### src/rtl/fr_pkg.sv
`timescale 1ns/1ps
// Package fr_pkg: types shared by the fault register block.
// Assumes the register layout is shorts (high side, then low side),
// one regulator bit, then one bootstrap bit per phase.
package fr_pkg;
    typedef enum logic {
        RD_IDLE  = 1'b0,
        RD_SHIFT = 1'b1
    } rd_state_e;

    typedef enum logic [1:0] {
        CL_NONE,
        CL_OTEMP,
        CL_SHORT,
        CL_UV
    } flag_class_e;

    // Register width for a given number of bridge phases
    function automatic int reg_width(input int phases);
        return 3 * phases + 1;
    endfunction
endpackage

### src/rtl/fr_sync.sv
`timescale 1ns/1ps
// Module fr_sync: brings an asynchronous pin level into the clock
// domain and flags its falling edges.
// Assumes STAGES >= 2 and that the pin idles low out of reset.
module fr_sync #(
    parameter int STAGES = 2
) (
    input  logic clk,
    input  logic rst_n,
    input  logic din,
    output logic fall
);
    logic [STAGES-1:0] chain;
    logic              prev;

    generate
        for (genvar s = 0; s < STAGES; s++) begin : g_stage
            if (s == 0) begin : g_first
                // First flop samples the raw pin
                always_ff @(posedge clk) begin
                    if (!rst_n) chain[s] <= 1'b0;
                    else        chain[s] <= din;
                end
            end else begin : g_rest
                // Later flops settle metastability
                always_ff @(posedge clk) begin
                    if (!rst_n) chain[s] <= 1'b0;
                    else        chain[s] <= chain[s-1];
                end
            end
        end
    endgenerate

    // Remember the last synchronised level for edge detection
    always_ff @(posedge clk) begin
        if (!rst_n) prev <= 1'b0;
        else        prev <= chain[STAGES-1];
    end

    assign fall = prev & ~chain[STAGES-1];
endmodule

### src/rtl/fr_latch.sv
`timescale 1ns/1ps
// Module fr_latch: the sticky fault register.
// Assumes set_vec already follows the readout bit order. A clear
// from a finished readout keeps any event that arrives in that cycle.
module fr_latch #(
    parameter int REG_W = 10
) (
    input  logic             clk,
    input  logic             rst_n,
    input  logic             vdd_uv,
    input  logic             clr_read,
    input  logic [REG_W-1:0] set_vec,
    output logic [REG_W-1:0] fault_bits
);
    // Accumulate events; supply undervoltage holds the register empty
    always_ff @(posedge clk) begin
        if (!rst_n || vdd_uv) fault_bits <= '0;
        else if (clr_read)    fault_bits <= set_vec;
        else                  fault_bits <= fault_bits | set_vec;
    end
endmodule

### src/rtl/fr_readout.sv
`timescale 1ns/1ps
// Module fr_readout: steps through the register bits on host clock
// falls and asks for the clear after the last bit.
// Assumes clk_fall is a single-cycle pulse per synchronised falling edge.
module fr_readout #(
    parameter int REG_W = 10,
    parameter int IDX_W = 4
) (
    input  logic             clk,
    input  logic             rst_n,
    input  logic             access_ok,
    input  logic             clk_fall,
    input  logic [REG_W-1:0] fault_bits,
    output logic             reading,
    output logic [IDX_W-1:0] bit_idx,
    output logic             data_bit,
    output logic             clr_read
);
    import fr_pkg::*;

    localparam logic [IDX_W-1:0] LAST_IDX = IDX_W'(REG_W - 1);
    localparam logic [IDX_W-1:0] DONE_IDX = IDX_W'(REG_W);

    rd_state_e state;

    assign reading  = (state == RD_SHIFT);
    assign clr_read = reading && access_ok && clk_fall && (bit_idx == LAST_IDX);

    // Session control and bit index; index saturates at DONE_IDX
    always_ff @(posedge clk) begin
        if (!rst_n) begin
            state   <= RD_IDLE;
            bit_idx <= DONE_IDX;
        end else begin
            case (state)
                RD_IDLE: begin
                    if (access_ok && clk_fall) begin
                        state   <= RD_SHIFT;
                        bit_idx <= '0;
                    end
                end
                default: begin
                    if (!access_ok) begin
                        state <= RD_IDLE;
                    end else if (clk_fall) begin
                        if (bit_idx == LAST_IDX) begin
                            bit_idx <= DONE_IDX;
                            state   <= RD_IDLE;
                        end else begin
                            bit_idx <= bit_idx + IDX_W'(1);
                        end
                    end
                end
            endcase
        end
    end

    // Select the bit under the index; zero once past the end
    always_comb begin
        data_bit = 1'b0;
        for (int i = 0; i < REG_W; i++) begin
            if (bit_idx == IDX_W'(i)) data_bit = fault_bits[i];
        end
    end
endmodule

### src/rtl/fr_flags.sv
`timescale 1ns/1ps
// Module fr_flags: turns live conditions and latched summaries into
// pull-low enables for the two flag pins, and grants serial access.
// Assumes the summaries come straight from the sticky register.
module fr_flags (
    input  logic vdd_uv,
    input  logic vreg_uv,
    input  logic over_temp,
    input  logic short_lat,
    input  logic boot_lat,
    input  logic reading,
    input  logic data_bit,
    output logic dat_pull,
    output logic clk_pull,
    output logic access_ok
);
    import fr_pkg::*;

    flag_class_e cls;

    // Rank the present condition: undervoltage over short over heat
    always_comb begin
        if (vdd_uv || vreg_uv || boot_lat) cls = CL_UV;
        else if (short_lat)                cls = CL_SHORT;
        else if (over_temp)                cls = CL_OTEMP;
        else                               cls = CL_NONE;
    end

    assign access_ok = !vdd_uv && ((cls == CL_UV) || (cls == CL_SHORT));

    // Drive the pins from the class, or from the data during a readout
    always_comb begin
        if (vdd_uv) begin
            dat_pull = 1'b0;
            clk_pull = 1'b0;
        end else if (reading) begin
            dat_pull = ~data_bit;
            clk_pull = 1'b0;
        end else begin
            case (cls)
                CL_UV:    begin dat_pull = 1'b0; clk_pull = 1'b0; end
                CL_SHORT: begin dat_pull = 1'b1; clk_pull = 1'b0; end
                CL_OTEMP: begin dat_pull = 1'b0; clk_pull = 1'b1; end
                default:  begin dat_pull = 1'b1; clk_pull = 1'b1; end
            endcase
        end
    end
endmodule

### src/rtl/fault_latch_shifter.sv
`timescale 1ns/1ps
// Module fault_latch_shifter: sticky fault register with class flags
// and host-clocked serial readout over the two flag pins.
// Assumes the short and bootstrap inputs are synchronous to clk, and
// that clk_lvl is the wired level of the second pin.
module fault_latch_shifter #(
    parameter int NUM_PHASE   = 3,
    parameter int SYNC_STAGES = 2
) (
    input  logic                 clk,
    input  logic                 rst_n,
    input  logic [NUM_PHASE-1:0] hs_short,
    input  logic [NUM_PHASE-1:0] ls_short,
    input  logic                 vreg_uv,
    input  logic [NUM_PHASE-1:0] boot_uv,
    input  logic                 vdd_uv,
    input  logic                 over_temp,
    input  logic                 clk_lvl,
    output logic                 dat_pull,
    output logic                 clk_pull
);
    localparam int REG_W   = fr_pkg::reg_width(NUM_PHASE);
    localparam int IDX_W   = $clog2(REG_W + 1);
    localparam int SHORT_W = 2 * NUM_PHASE;
    localparam int VR_POS  = SHORT_W;

    logic [REG_W-1:0] set_vec;
    logic [REG_W-1:0] fault_bits;
    logic [IDX_W-1:0] bit_idx;
    logic             clk_fall;
    logic             reading;
    logic             data_bit;
    logic             clr_read;
    logic             access_ok;
    logic             short_lat;
    logic             boot_lat;

    assign set_vec   = {boot_uv, vreg_uv, ls_short, hs_short};
    assign short_lat = |fault_bits[SHORT_W-1:0];
    assign boot_lat  = |fault_bits[REG_W-1:VR_POS+1];

    fr_sync #(.STAGES(SYNC_STAGES)) u_sync (
        .clk  (clk),
        .rst_n(rst_n),
        .din  (clk_lvl),
        .fall (clk_fall)
    );

    fr_latch #(.REG_W(REG_W)) u_latch (
        .clk       (clk),
        .rst_n     (rst_n),
        .vdd_uv    (vdd_uv),
        .clr_read  (clr_read),
        .set_vec   (set_vec),
        .fault_bits(fault_bits)
    );

    fr_readout #(.REG_W(REG_W), .IDX_W(IDX_W)) u_readout (
        .clk       (clk),
        .rst_n     (rst_n),
        .access_ok (access_ok),
        .clk_fall  (clk_fall),
        .fault_bits(fault_bits),
        .reading   (reading),
        .bit_idx   (bit_idx),
        .data_bit  (data_bit),
        .clr_read  (clr_read)
    );

    fr_flags u_flags (
        .vdd_uv   (vdd_uv),
        .vreg_uv  (vreg_uv),
        .over_temp(over_temp),
        .short_lat(short_lat),
        .boot_lat (boot_lat),
        .reading  (reading),
        .data_bit (data_bit),
        .dat_pull (dat_pull),
        .clk_pull (clk_pull),
        .access_ok(access_ok)
    );
endmodule

### config.mk
export PLATFORM = sky130hd
export DESIGN_NAME = fault_latch_shifter
export DESIGN_NICKNAME = d
export VERILOG_FILES = /design/src/rtl/fr_pkg.sv /design/src/rtl/fr_sync.sv /design/src/rtl/fr_latch.sv /design/src/rtl/fr_readout.sv /design/src/rtl/fr_flags.sv /design/src/rtl/fault_latch_shifter.sv
export SDC_FILE = /design/constraint.sdc
export NUM_CORES = 1
export LEC_CHECK = 0
export BUFFER_PORTS_ARGS = -buffer_cell sky130_fd_sc_hd__buf_2
export CAP_MARGIN = 25
export CELL_PAD_IN_SITES_DETAIL_PLACEMENT = 1
export CELL_PAD_IN_SITES_GLOBAL_PLACEMENT = 2
export CORE_MARGIN = 10
export CORE_UTILIZATION = 30
export CTS_BUF_LIST = sky130_fd_sc_hd__clkbuf_8
export CTS_CLUSTER_DIAMETER = 80
export DETAILED_ROUTE_END_ITERATION = 8
export PLACE_DENSITY_LB_ADDON = 0.1
export REMOVE_ABC_BUFFERS = 1
export SETUP_SLACK_MARGIN = 0.05
export SYNTH_ARGS = -nofsm -noshare
export SYNTH_HDL_FRONTEND = slang
export SYNTH_SLANG_ARGS = --single-unit
### constraint.sdc
create_clock -name clk -period 1.7 [get_ports clk]
set_input_delay 0.085 -clock clk [delete_from_list [all_inputs] [get_ports clk]]
set_output_delay 0.085 -clock clk [all_outputs]
set_load 0.03 [all_outputs]
==> metrics.csv, run 1 <==
stage,metric,value,unit
clocking,numCtsBuffers,3,
synth,yosysSeqAreaShare,38.5,%
setup_path,regToRegSetupSlack,20,ps
placed_design,dp_slack,-298,ps
setup_path,cp_slowest_cell,a2111o_1,
sta,fin_crit,2110,ps
final_layout,syn2layout_area_growth,39.6,%
synth,synthSimpleGateAreaFrac,26.9,%
synth,synth_top_area_cell,dfxtp_1,
clocking,path_clk_slew,70,ps
placed_design,place.gp.congestion,0.724,
synth,synth_area,936,um2
synth,synth.mux.area_fraction,0,%
routing,drt_wl_total,2930,um
die,fp.dieW,75.9,um
setup_path,crit_family,compound AO/OA/AOI/OAI gates,
final_layout,drive_gt1_share,40.8,%
routing,antenna_left,0,
routing,drt-initial-drc-count,46,
routing,drc,0,
setup_path,path_cells,"inv_2, ha_2, a211oi_2, a21boi_1, a2111o_1, a311oi_2, buf_4",
power_and_ir_drop,irDropWorstVdd,0.520,mV
synth,syn_avg_cell_area,8.36,um2
status,outcome,finished with violations,
setup_path,startpoint,u_readout.bit_idx[1]$_SDFFE_PN1P_,
sta,hold_viol,0,
sta,fmax,0.474,GHz
sta,slew_violations,0,
clocking,clkLatencyLatePin,250,ps
die,dieArea,0.00575,mm2
synth,synth_top_family_by_area,simple AND/OR/NAND/NOR gates,
setup_path,crit_end,dat_pull,
sta,hold_ws,29.9,ps
routing,drt_first_pass_iters,4,
die,io_pins,17,
grt,grt_antenna_before_repair,0,
setup_path,critPathBufInv,2,
setup_path,critical-path-max-stage-delay,400,ps
power_and_ir_drop,power.density,697,mW/mm2
clocking,htreeDepth,1,
setup_path,worstPathMaxFanout,3,
sta,worst_pin_slew,473,ps
setup_path,start_kind,flop,
routing,via_per_inst,4.98,
final_layout,final_cell_mix,"buf_2 (14), dfxtp_1 (14), buf_4 (13)",
placed_design,post-dp-hpwl,2050,um
synth,ys_warn_count,0,
final_layout,fin_util,43.1,%
synth,synthAdderAreaFrac,5.35,%
die,start_util,30.9,%
sta,fin_skew,4.31,ps
synth,yosys.area.top_type_share,38.5,%
setup_path,critical_path_class,flop to output port,
die,chipHeight,75.9,um
grt,grt_use_met2,17.3,%
routing,vias,926,
clocking,clockBufferDepth,2,
sta,period_share,124,%
sta,finalSetupViolations,2,
clocking,cts_tree,built,
setup_path,required,1620,ps
synth,synthCells,112,
power_and_ir_drop,leakagePower,0.541,nW
setup_path,cp.arrival,2020,ps
synth,synth_seq_cells,18,
synth,ys_top_cells_by_area,"dfxtp_1 (39%), a21oi_1 (7.0%), ha_1 (5.3%), o21ai_1 (4.8%), inv_1 (4.0%)",
setup_path,r2r_end,u_readout.bit_idx[0]$_SDFFE_PN0P_,
worst_hold_path,hold_path.class,input pin to flop,
grt,grtUsageTotal,10.5,%
grt,first_global_vias,983,
final_layout,fillCellCount,380,
clocking,clock-sinks,18,
placed_design,io_buffers,16,
sta,rsz0062_at_grt,yes,
synth,yosysUniqueCellTypes,35,
clocking,ctsRootBufferMaster,clkbuf_8,
die,rows,20,
grt,grt_first_pass_wirelength,4600,um
grt,grt_max_degree,14,
sta,setup_slack,-407,ps
sta,slew_headroom,68.4,%
synth,synth_xor_xnor_area_share,0,%
run,drv_cap,0,
grt,grt_busiest_layer,met2,
grt,met3_usage,4.56,%
setup_path,rr_startpoint,u_readout.bit_idx[1]$_SDFFE_PN1P_,
final_layout,nets,162,
synth,synth_compound_area_share,23.3,%
status,violations,negative setup slack,
grt,grt_util_met1,12.4,%
setup_path,cp-end-kind,output port,
grt,gr-total-overflow,0,
setup_path,reg2reg_depth,6,
routing,wl_per_cell,15.7,um
final_layout,n_antenna_cell,0,
setup_path,cp.depth,7,
die,core_area,0.00303,mm2
[synth_stat cells (all sizes together)]
library cell  count
o41ai             1
a21o              1
ha                4
and4              1
nor2              7
or2               1
dfxtp            18
nor3b             3
nand2b            3
a31oi             1
nand2             2
o211ai            1
a2111o            1
nand3             6
a21boi            2
nor4b             1
nor4              1
a22o              1
nand3b            3
and2              3
and3b             2
inv              10
clkbuf            3
a311oi            1
nor2b             2
buf               1
nand4             2
a211oi            2
or4b              1
o21ai            11
o311ai            1
nor3              2
a21oi            13
[sequential cells by signal (all words and copies together), names as in the netlist]
| register | count |
|---|---|
| u_latch.fault_bits | 10 |
| u_readout.bit_idx | 4 |
| u_sync.chain | 2 |
| u_readout.reading | 1 |
| u_sync.prev | 1 |
[cell families after synthesis]
kind of cell / count (synthesis)
AOI/OAI and AO/OA: 36
adders and majority gates: 4
buffers and inverters: 14
DFF: 18
and+or+nand+nor: 40
[routing by layer]
layer / wire length, um / vias to the layer above
li1: - / 462
met1: 1310 / 435
met2: 1390 / 23
met3: 163 / 6
met4: 61 / 0
met5: 0 / -
[layout make-up]
| type | instances | area [um2] | area share, % |
|---|---|---|---|
| multi-input cells | 80 | 589 | 45.1 |
| flip-flops and latches | 18 | 368 | 28.2 |
| repair buffers | 30 | 201 | 15.4 |
| inverters | 10 | 37.5 | 2.87 |
| clock buffers | 4 | 55.1 | 4.21 |
| well taps | 44 | 55.1 | 4.21 |
[power breakdown]
part / switching, mW / total (mW) / internal (mW)
clock network: 0.151 / 0.357 / 0.206
logic: 0.0532 / 0.101 / 0.0478
registers: 0.0156 / 0.452 / 0.437
total: 0.220 / 0.911 / 0.690
[through the flow]
stage                     setup TNS, ps  power (mW)  std cells  cell area [um2]
after CTS                          -401       0.927        184             1250
after detailed placement           -383       0.548        178             1130
after floorplan                    -570       0.506        108              917
after global placement             -312       0.546        178             1130
after global routing               -722       0.967        186             1310
final                              -411       0.911        186             1310
[how the worst min path moves through the flow]
stage                     from                                end  slack (ps)  depth (start not counted)
global placement    boot_uv[0]   u_latch.fault_bits[7]$_SDFF_PP0_         290                          3
detailed placement     clk_lvl         u_sync.chain[0]$_SDFF_PN0_         300                          2
global route           clk_lvl         u_sync.chain[0]$_SDFF_PN0_          30                          2
finish                 clk_lvl         u_sync.chain[0]$_SDFF_PN0_          30                          2
CTS                    clk_lvl         u_sync.chain[0]$_SDFF_PN0_          20                          2
floorplan                rst_n  u_readout.bit_idx[1]$_SDFFE_PN1P_         160                          1
[repair_timing]
item,CTS,global route
pin swaps,6,3
gates cloned,0,1
hold buffers,0,0
endpoints found under the setup margin,14,14
resized for setup,18,12
setup buffers,2,1
Note: power is estimated with default switching activity, not from simulation.
==> run 2: changes to the inputs <==
- CELL_PAD_IN_SITES_DETAIL_PLACEMENT: 1 -> unset
- CELL_PAD_IN_SITES_GLOBAL_PLACEMENT: 2 -> unset
- CORE_UTILIZATION: 30 -> 38
- PLACE_DENSITY: unset -> 0.63
- PLACE_DENSITY_LB_ADDON: 0.1 -> unset
==> run 2 against run 1 <==
The flow still finishes with violations (negative setup slack). First-iteration DRC count is 33% lower. Flip-flop and latch count did not move. Clock-buffer cell count is the same. Register-to-register slack better by 20 ps. Sequential share of layout area is 2.1 points higher. Setup slack hardly changed. Cell count is 12% lower. Critical path depth is the same. Sequential power about the same. Via count shrank 1.9%. Power shrank 3.0%. Critical path type unchanged. Critical endpoint unchanged. Highest routed layer unchanged.
==> metrics.csv, run 2 (same netlist as run 1, synthesis figures left out) <==
stage,metric,value,unit,change
power_and_ir_drop,power,0.884,mW,was 0.911 mW
grt,grt_util_met1,10.5,%,was 12.4%
status,outcome,finished with violations,,unchanged
sta,slew_violations,0,,unchanged
sta,hold_viol,0,,unchanged
sta,rsz0062_at_grt,yes,,unchanged
final_layout,final_cell_count_no_fill,164,,was 186
grt,grt_antenna_before_repair,0,,unchanged
die,chipHeight,69.6,um,was 75.9 um
placed_design,place.gp.congestion,0.900,,was 0.724
clocking,path_clk_slew,70,ps,about the same
power_and_ir_drop,p_clk_share,39.0,%,was 39.2%
sta,worst_pin_slew,412,ps,was 473 ps
die,start_util,41.1,%,was 30.9%
routing,wl_per_cell,14.1,um,was 15.7 um
clocking,holdBufCountCts,0,,unchanged
grt,grt_max_degree,14,,unchanged
routing,drt-initial-drc-count,31,,was 46
final_layout,largest-register,u_latch.fault_bits,,unchanged
setup_path,critical_path_class,flop to output port,,unchanged
clocking,htreeDepth,1,,unchanged
die,rows,17,,was 20
worst_hold_path,hp-start,clk_lvl,,unchanged
power_and_ir_drop,p_switching,0.201,mW,was 0.220 mW
setup_path,rr_startpoint,u_readout.bit_idx[1]$_SDFFE_PN1P_,,unchanged
final_layout,n_antenna_cell,0,,unchanged
sta,setup_slack,-408,ps,was -407 ps
sta,fin_crit,2110,ps,about the same
setup_path,start_kind,flop,,unchanged
status,violations,negative setup slack,,unchanged
sta,fin_skew,6.81,ps,was 4.31 ps
sta,finalSetupViolations,1,,was 2
die,fp.dieW,69.6,um,was 75.9 um
setup_path,startpoint,u_readout.bit_idx[0]$_SDFFE_PN0P_,,was u_readout.bit_idx[1]$_SDFFE_PN1P_
clocking,cts_tree,built,,unchanged
sta,period_share,124,%,about the same
setup_path,cp_slowest_cell,a2111o_1,,unchanged
run,drv_cap,0,,unchanged
routing,drc,0,,unchanged
grt,grt_use_met2,15.7,%,was 17.3%
grt,gr-total-overflow,0,,unchanged
power_and_ir_drop,irDropWorstVdd,0.565,mV,was 0.520 mV
final_layout,fin_util,53.8,%,was 43.1%
final_layout,final_cell_mix,"buf_2 (14), dfxtp_1 (14), a21oi_1 (11)",,"was buf_2 (14), dfxtp_1 (14), buf_4 (13)"
routing,antenna_left,0,,unchanged
worst_hold_path,hold_path.class,input pin to flop,,unchanged
setup_path,critPathBufInv,2,,unchanged
sta,slew_headroom,72.5,%,was 68.4%
placed_design,io_buffers,16,,unchanged
die,dieArea,0.00485,mm2,was 0.00575 mm2
power_and_ir_drop,seqPwrFrac,51.0,%,was 49.7%
clocking,clock-sinks,18,,unchanged
setup_path,worstPathMaxFanout,4,,was 3
power_and_ir_drop,power.density,722,mW/mm2,was 697 mW/mm2
grt,grtUsageTotal,9.17,%,was 10.5%
clocking,clockBufferDepth,2,,unchanged
setup_path,crit_family,compound AO/OA/AOI/OAI gates,,unchanged
final_layout,syn2layout_area_growth,30.7,%,was 39.6%
power_and_ir_drop,swShare,22.7,%,was 24.2%
final_layout,drive_gt1_share,36.0,%,was 40.8%
final_layout,nets,156,,was 162
routing,drt_wl_total,2320,um,was 2930 um
clocking,ctsRootBufferMaster,clkbuf_8,,unchanged
setup_path,cp.arrival,2020,ps,about the same
setup_path,required,1620,ps,about the same
final_layout,top_regs,"u_latch.fault_bits: 10 flops, u_readout.bit_idx: 4 flops, u_sync.chain: 2 flops",,unchanged
die,core_area,0.00228,mm2,was 0.00303 mm2
placed_design,post-dp-hpwl,1720,um,was 2050 um
grt,first_global_vias,881,,was 983
setup_path,critical-path-max-stage-delay,390,ps,was 400 ps
grt,met3_usage,3.00,%,was 4.56%
routing,via_per_inst,5.54,,was 4.98
routing,drt_first_pass_iters,4,,unchanged
sta,fmax,0.474,GHz,about the same
setup_path,path_cells,"inv_2, ha_2, a211oi_2, a21boi_1, a2111o_1, a311oi_1, buf_4",,"was inv_2, ha_2, a211oi_2, a21boi_1, a2111o_1, a311oi_2, buf_4"
final_layout,largest_reg_flops,10,,unchanged
power_and_ir_drop,leakagePower,0.505,nW,was 0.541 nW
grt,grt_busiest_layer,met2,,unchanged
setup_path,cp-end-kind,output port,,unchanged
sta,finalSetupTns,-408,ps,was -411 ps
placed_design,dpl.cell_count,160,,was 178
die,io_pins,17,,unchanged
clocking,numCtsBuffers,3,,unchanged
placed_design,dp_slack,-252,ps,was -298 ps
power_and_ir_drop,pwr-share-comb,10.0,%,was 11.1%
grt,grt_first_pass_wirelength,3930,um,was 4600 um
power_and_ir_drop,p_int,0.683,mW,was 0.690 mW
routing,vias,908,,was 926
final_layout,fillCellCount,204,,was 380
clocking,clkLatencyLatePin,250,ps,about the same
run 2: power groups by stage:
stage | clock [mW] | sequential [mW] | combinational (mW)
3_3_place_gp | 0 | 0.459 | 0.0808
6_report | 0.344 | 0.451 | 0.0884
5_1_grt | 0.376 | 0.453 | 0.0992
4_1_cts | 0.349 | 0.450 | 0.0860
2_1_floorplan | 0 | 0.456 | 0.0504
3_5_place_dp | 0 | 0.460 | 0.0824
run 2: final cells by class:
class	instances	area, um2	area share (%)
multi-input combinational	80	577	47.1
timing repair buffer	24	149	12.2
sequential	18	370	30.3
clock buffer	4	55.1	4.50
tap	28	35.0	2.86
inverter	10	37.5	3.07
run 2: what timing repair did:
item	CTS	global route
gates resized for setup	13	12
pin swaps	6	3
setup endpoints to repair	4	4
setup buffers	0	0
run 2: layer usage:
metal / routed length, um / vias up
met4: 19 / 0
met3: 134 / 2
met2: 1140 / 29
met5: 0 / -
li1: - / 456
met1: 1020 / 421
run 2: path summary, 6_finish.rpt:
kind	endpoint	cells after the start	slack [ps]
min	u_sync.chain[0]$_SDFF_PN0_	2	40
max reg2reg	u_readout.bit_idx[0]$_SDFFE_PN0P_	6	40
max	dat_pull	7	-410
min reg2reg	u_sync.chain[1]$_SDFF_PN0_	1	450
run 2: through the flow:
step / area [um2] / hold slack, ps
CTS: 1180 / 43.7
global placement: 1090 / 291
floorplan: 917 / 157
finish: 1220 / 40.6
detailed placement: 1090 / 302
global route: 1220 / 45.9
==> run 3: changes to the inputs <==
- SLEW_MARGIN: unset -> 15
- SYNTH_HIERARCHICAL: unset -> 1
==> run 3 against run 2 <==
The flow still finishes with violations (negative setup slack). Critical path depth is 2 higher. Register-to-register slack worse by 30 ps. Sequential share of layout area is 1.5 points lower. Synthesized cell count stayed put. Via count is 8.3% lower. Synthesized area is 3.5% higher. Largest power group unchanged. Combinational power is 38% higher. First-iteration DRC count is 29% lower. Non-clock buffer count is 4 higher. Flip-flop and latch count stayed put.
==> metrics.csv, run 3 <==
stage,metric,value,unit,change
synth,syn_avg_cell_area,8.65,um2,was 8.36 um2
synth,synth_seq_cells,18,,unchanged
placed_design,dp_slack,-282,ps,was -252 ps
synth,yosys.area.top_type_share,37.2,%,was 38.5%
routing,drc,0,,unchanged
clocking,clkLatencyLatePin,250,ps,about the same
synth,synth_top_area_cell,dfxtp_1,,unchanged
power_and_ir_drop,p_clk_share,38.0,%,was 39.0%
setup_path,path_cells,"inv_2, ha_2, nand3b_1, a31oi_1, a221o_1, a32o_1, nor3b_2, a31o_1, buf_6",,"was inv_2, ha_2, a211oi_2, a21boi_1, a2111o_1, a311oi_1, buf_4"
setup_path,regToRegSetupSlack,10,ps,was 40 ps
run,drv_cap,0,,unchanged
grt,grt_max_degree,11,,was 14
worst_hold_path,hold_path.class,input pin to flop,,unchanged
final_layout,top_regs,"u_latch/fault_bits: 10 flops, u_readout/bit_idx: 4 flops, u_sync/chain: 2 flops",,"was u_latch.fault_bits: 10 flops, u_readout.bit_idx: 4 flops, u_sync.chain: 2 flops"
synth,yosysSeqAreaShare,37.2,%,was 38.5%
final_layout,largest_reg_flops,10,,unchanged
setup_path,required,1620,ps,about the same
sta,finalSetupTns,-359,ps,was -408 ps
sta,slew_violations,0,,unchanged
status,violations,negative setup slack,,unchanged
sta,period_share,121,%,was 124%
sta,slew_headroom,83.8,%,was 72.5%
routing,drt-initial-drc-count,22,,was 31
power_and_ir_drop,seqPwrFrac,48.7,%,was 51.0%
final_layout,syn2layout_area_growth,33.1,%,was 30.7%
final_layout,drive_gt1_share,43.7,%,was 36.0%
synth,synth_most_common_cell,dfxtp_1,,unchanged
status,outcome,finished with violations,,unchanged
power_and_ir_drop,power.density,713,mW/mm2,was 722 mW/mm2
setup_path,crit_end,dat_pull,,unchanged
sta,hold_viol,0,,unchanged
final_layout,nets,162,,was 156
grt,grt_antenna_before_repair,0,,unchanged
setup_path,start_kind,flop,,unchanged
die,chipHeight,70.5,um,was 69.6 um
synth,synth_edf_count,0,,unchanged
final_layout,final_cell_mix,"buf_2 (14), dfxtp_1 (14), buf_4 (12)",,"was buf_2 (14), dfxtp_1 (14), a21oi_1 (11)"
die,start_util,39.4,%,was 41.1%
synth,synth_area,968,um2,was 936 um2
sta,finalSetupViolations,1,,unchanged
grt,grt_first_pass_wirelength,3700,um,was 3930 um
synth,synthCells,112,,unchanged
die,io_pins,17,,unchanged
setup_path,critical_path_class,flop to output port,,unchanged
routing,vias,833,,was 908
sta,fmax,0.486,GHz,was 0.474 GHz
final_layout,fillCellCount,239,,was 204
setup_path,cp.depth,9,,was 7
sta,fin_crit,2060,ps,was 2110 ps
setup_path,r2r_end,u_latch/fault_bits[4]$_SDFF_PP0_,,was u_readout.bit_idx[0]$_SDFFE_PN0P_
sta,rsz0062_at_grt,yes,,unchanged
synth,ys_warn_count,6,,was 0
routing,wl_per_cell,12.4,um,was 14.1 um
synth,ys.flop_type,dfxtp_1,,unchanged
setup_path,critPathBufInv,2,,unchanged
power_and_ir_drop,swShare,23.6,%,was 22.7%
grt,first_global_vias,898,,was 881
setup_path,cp_slowest_cell,dfxtp_4,,was a2111o_1
clocking,numCtsBuffers,3,,unchanged
clocking,ctsRootBufferMaster,clkbuf_8,,unchanged
power_and_ir_drop,irDropWorstVdd,0.680,mV,was 0.565 mV
placed_design,place.gp.congestion,0.844,,was 0.900
grt,gr-total-overflow,0,,unchanged
synth,async_reset_ff_share,0,%,unchanged
synth,yosysUniqueCellTypes,31,,was 35
synth,synth_common_cells,"dfxtp_1 (18), inv_1 (13), nand2_1 (11)",,"was dfxtp_1 (18), a21oi_1 (13), inv_1 (10)"
clocking,clock-sinks,18,,unchanged
setup_path,cp.arrival,1970,ps,was 2020 ps
clocking,cts_setup_buffers,0,,unchanged
clocking,htreeDepth,1,,unchanged
power_and_ir_drop,p_switching,0.216,mW,was 0.201 mW
setup_path,crit_family,compound AO/OA/AOI/OAI gates,,unchanged
sta,fin_skew,0.916,ps,was 6.81 ps
clocking,holdBufCountCts,0,,unchanged
sta,setup_slack,-359,ps,was -408 ps
routing,drt_first_pass_iters,4,,unchanged
setup_path,rr_startpoint,u_latch/fault_bits[2]$_SDFF_PP0_,,was u_readout.bit_idx[1]$_SDFFE_PN1P_
sta,worst_pin_slew,243,ps,was 412 ps
routing,drt_wl_total,2130,um,was 2320 um
die,core_area,0.00245,mm2,was 0.00228 mm2
routing,via_per_inst,4.84,,was 5.54
worst_hold_path,hold_depth,2,,unchanged
final_layout,largest-register,u_latch/fault_bits,,was u_latch.fault_bits
die,dieArea,0.00497,mm2,was 0.00485 mm2
clocking,cts_tree,built,,unchanged
final_layout,n_antenna_cell,0,,unchanged
grt,grtUsageTotal,8.74,%,was 9.17%
power_and_ir_drop,p_int,0.702,mW,was 0.683 mW
placed_design,io_buffers,16,,unchanged
setup_path,startpoint,u_readout/bit_idx[0]$_SDFFE_PN0P_,,was u_readout.bit_idx[0]$_SDFFE_PN0P_
power_and_ir_drop,pwr-share-comb,13.3,%,was 10.0%
placed_design,post-dp-hpwl,1660,um,was 1720 um
die,fp.dieW,70.5,um,was 69.6 um
synth,ys_top_cells_by_area,"dfxtp_1 (37%), a21oi_2 (9.0%), nand2b_1 (6.5%), ha_1 (5.2%), inv_1 (5.0%)",,"was dfxtp_1 (39%), a21oi_1 (7.0%), ha_1 (5.3%), o21ai_1 (4.8%), inv_1 (4.0%)"
setup_path,critical-path-max-stage-delay,370,ps,was 390 ps
clocking,clockBufferDepth,2,,unchanged
final_layout,multiInputGateArea,594,um2,was 577 um2
clocking,path_clk_slew,70,ps,about the same
setup_path,cp-end-kind,output port,,unchanged
setup_path,reg2reg_depth,9,,was 6
power_and_ir_drop,leakagePower,0.560,nW,was 0.505 nW
setup_path,worstPathMaxFanout,3,,was 4
die,rows,18,,was 17
power_and_ir_drop,power,0.919,mW,was 0.884 mW
final_layout,regArea,370,um2,unchanged
routing,antenna_left,0,,unchanged
run 3: cell types whose count changed in the layout (fill, tap and decap cells not counted), moves of 3 or more:
| cell | previous run | this run |
|---|---|---|
| a21oi_1 | 11 | 3 |
| a21oi_2 | 2 | 11 |
| buf_4 | 9 | 12 |
| inv_1 | 8 | 11 |
| nand2_1 | 2 | 9 |
| nand2b_1 | 3 | 10 |
| nand3_1 | 6 | 3 |
| o21ai_1 | 7 | 1 |
run 3: logic make-up after synthesis:
family                     Yosys count  share of synthesized area (%)
and+or+nand+nor                     47                           27.9
AOI/OAI and AO/OA                   26                           19.8
DFF                                 18                           37.2
buffers and inverters               15                           7.36
adders and majority gates            4                           5.17
muxes                                2                           2.58
run 3: worst min-delay path by stage:
stage / end / start / slack (ps)
final: u_sync/chain[0]$_SDFF_PN0_ / clk_lvl / 50
after global placement: u_sync/chain[0]$_SDFF_PN0_ / clk_lvl / 300
after detailed placement: u_sync/chain[0]$_SDFF_PN0_ / clk_lvl / 310
after global routing: u_sync/chain[0]$_SDFF_PN0_ / clk_lvl / 50
after floorplan: u_readout/bit_idx[1]$_SDFFE_PN1P_ / rst_n / 160
after CTS: u_sync/chain[0]$_SDFF_PN0_ / clk_lvl / 50
run 3: area by class of cell:
type | instances | area share [%]
Sequential cell | 18 | 28.7
Tap cell | 30 | 2.91
Multi-Input combinational cell | 79 | 46.1
Timing Repair Buffer | 28 | 14.2
Inverter | 13 | 3.79
Clock buffer | 4 | 4.27
run 3: through the flow:
stage          cell area (um2)  hold WS (ps)  std cells  util [%]
5_1_grt                   1290          52.6        172      52.5
6_report                  1290          46.7        172      52.5
4_1_cts                   1240          47.7        172      50.7
3_5_place_dp              1150           306        168      47.0
2_1_floorplan              946           161        110         -
3_3_place_gp              1150           300        168      47.0
run 3: worst register-to-register path, stage by stage, from the launching register on:
cell and delay (ps):
dfxtp_4 360, nor4_4 280, nand2_2 120, nor3_4 210, nor2_2 60, nand3_1 100, nor2_1 50, buf_4 160
nand2b_1 160, a21oi_2 130
run 3: power by group through the flow:
stage / Clock, mW / Combinational (mW) / Sequential (mW)
2_1_floorplan: 0 / 0.0627 / 0.454
3_3_place_gp: 0 / 0.104 / 0.457
3_5_place_dp: 0 / 0.107 / 0.457
4_1_cts: 0.356 / 0.110 / 0.446
5_1_grt: 0.371 / 0.136 / 0.450
6_report: 0.349 / 0.122 / 0.448
run 3: repair_timing:
action	CTS	global route
pin swaps	6	5
setup endpoints to repair	11	16
gates resized for setup	13	15
run 3: routing by layer:
| layer | wire, um | share of wire [%] | vias to the layer above | track usage [%] |
|---|---|---|---|---|
| li1 | - | - | 431 | - |
| met5 | 0 | 0 | - | 0 |
| met4 | 14 | 0.66 | 0 | 3.29 |
| met2 | 1100 | 52 | 13 | 15.7 |
| met3 | 62 | 2.9 | 2 | 2.12 |
| met1 | 949 | 45 | 387 | 9.54 |
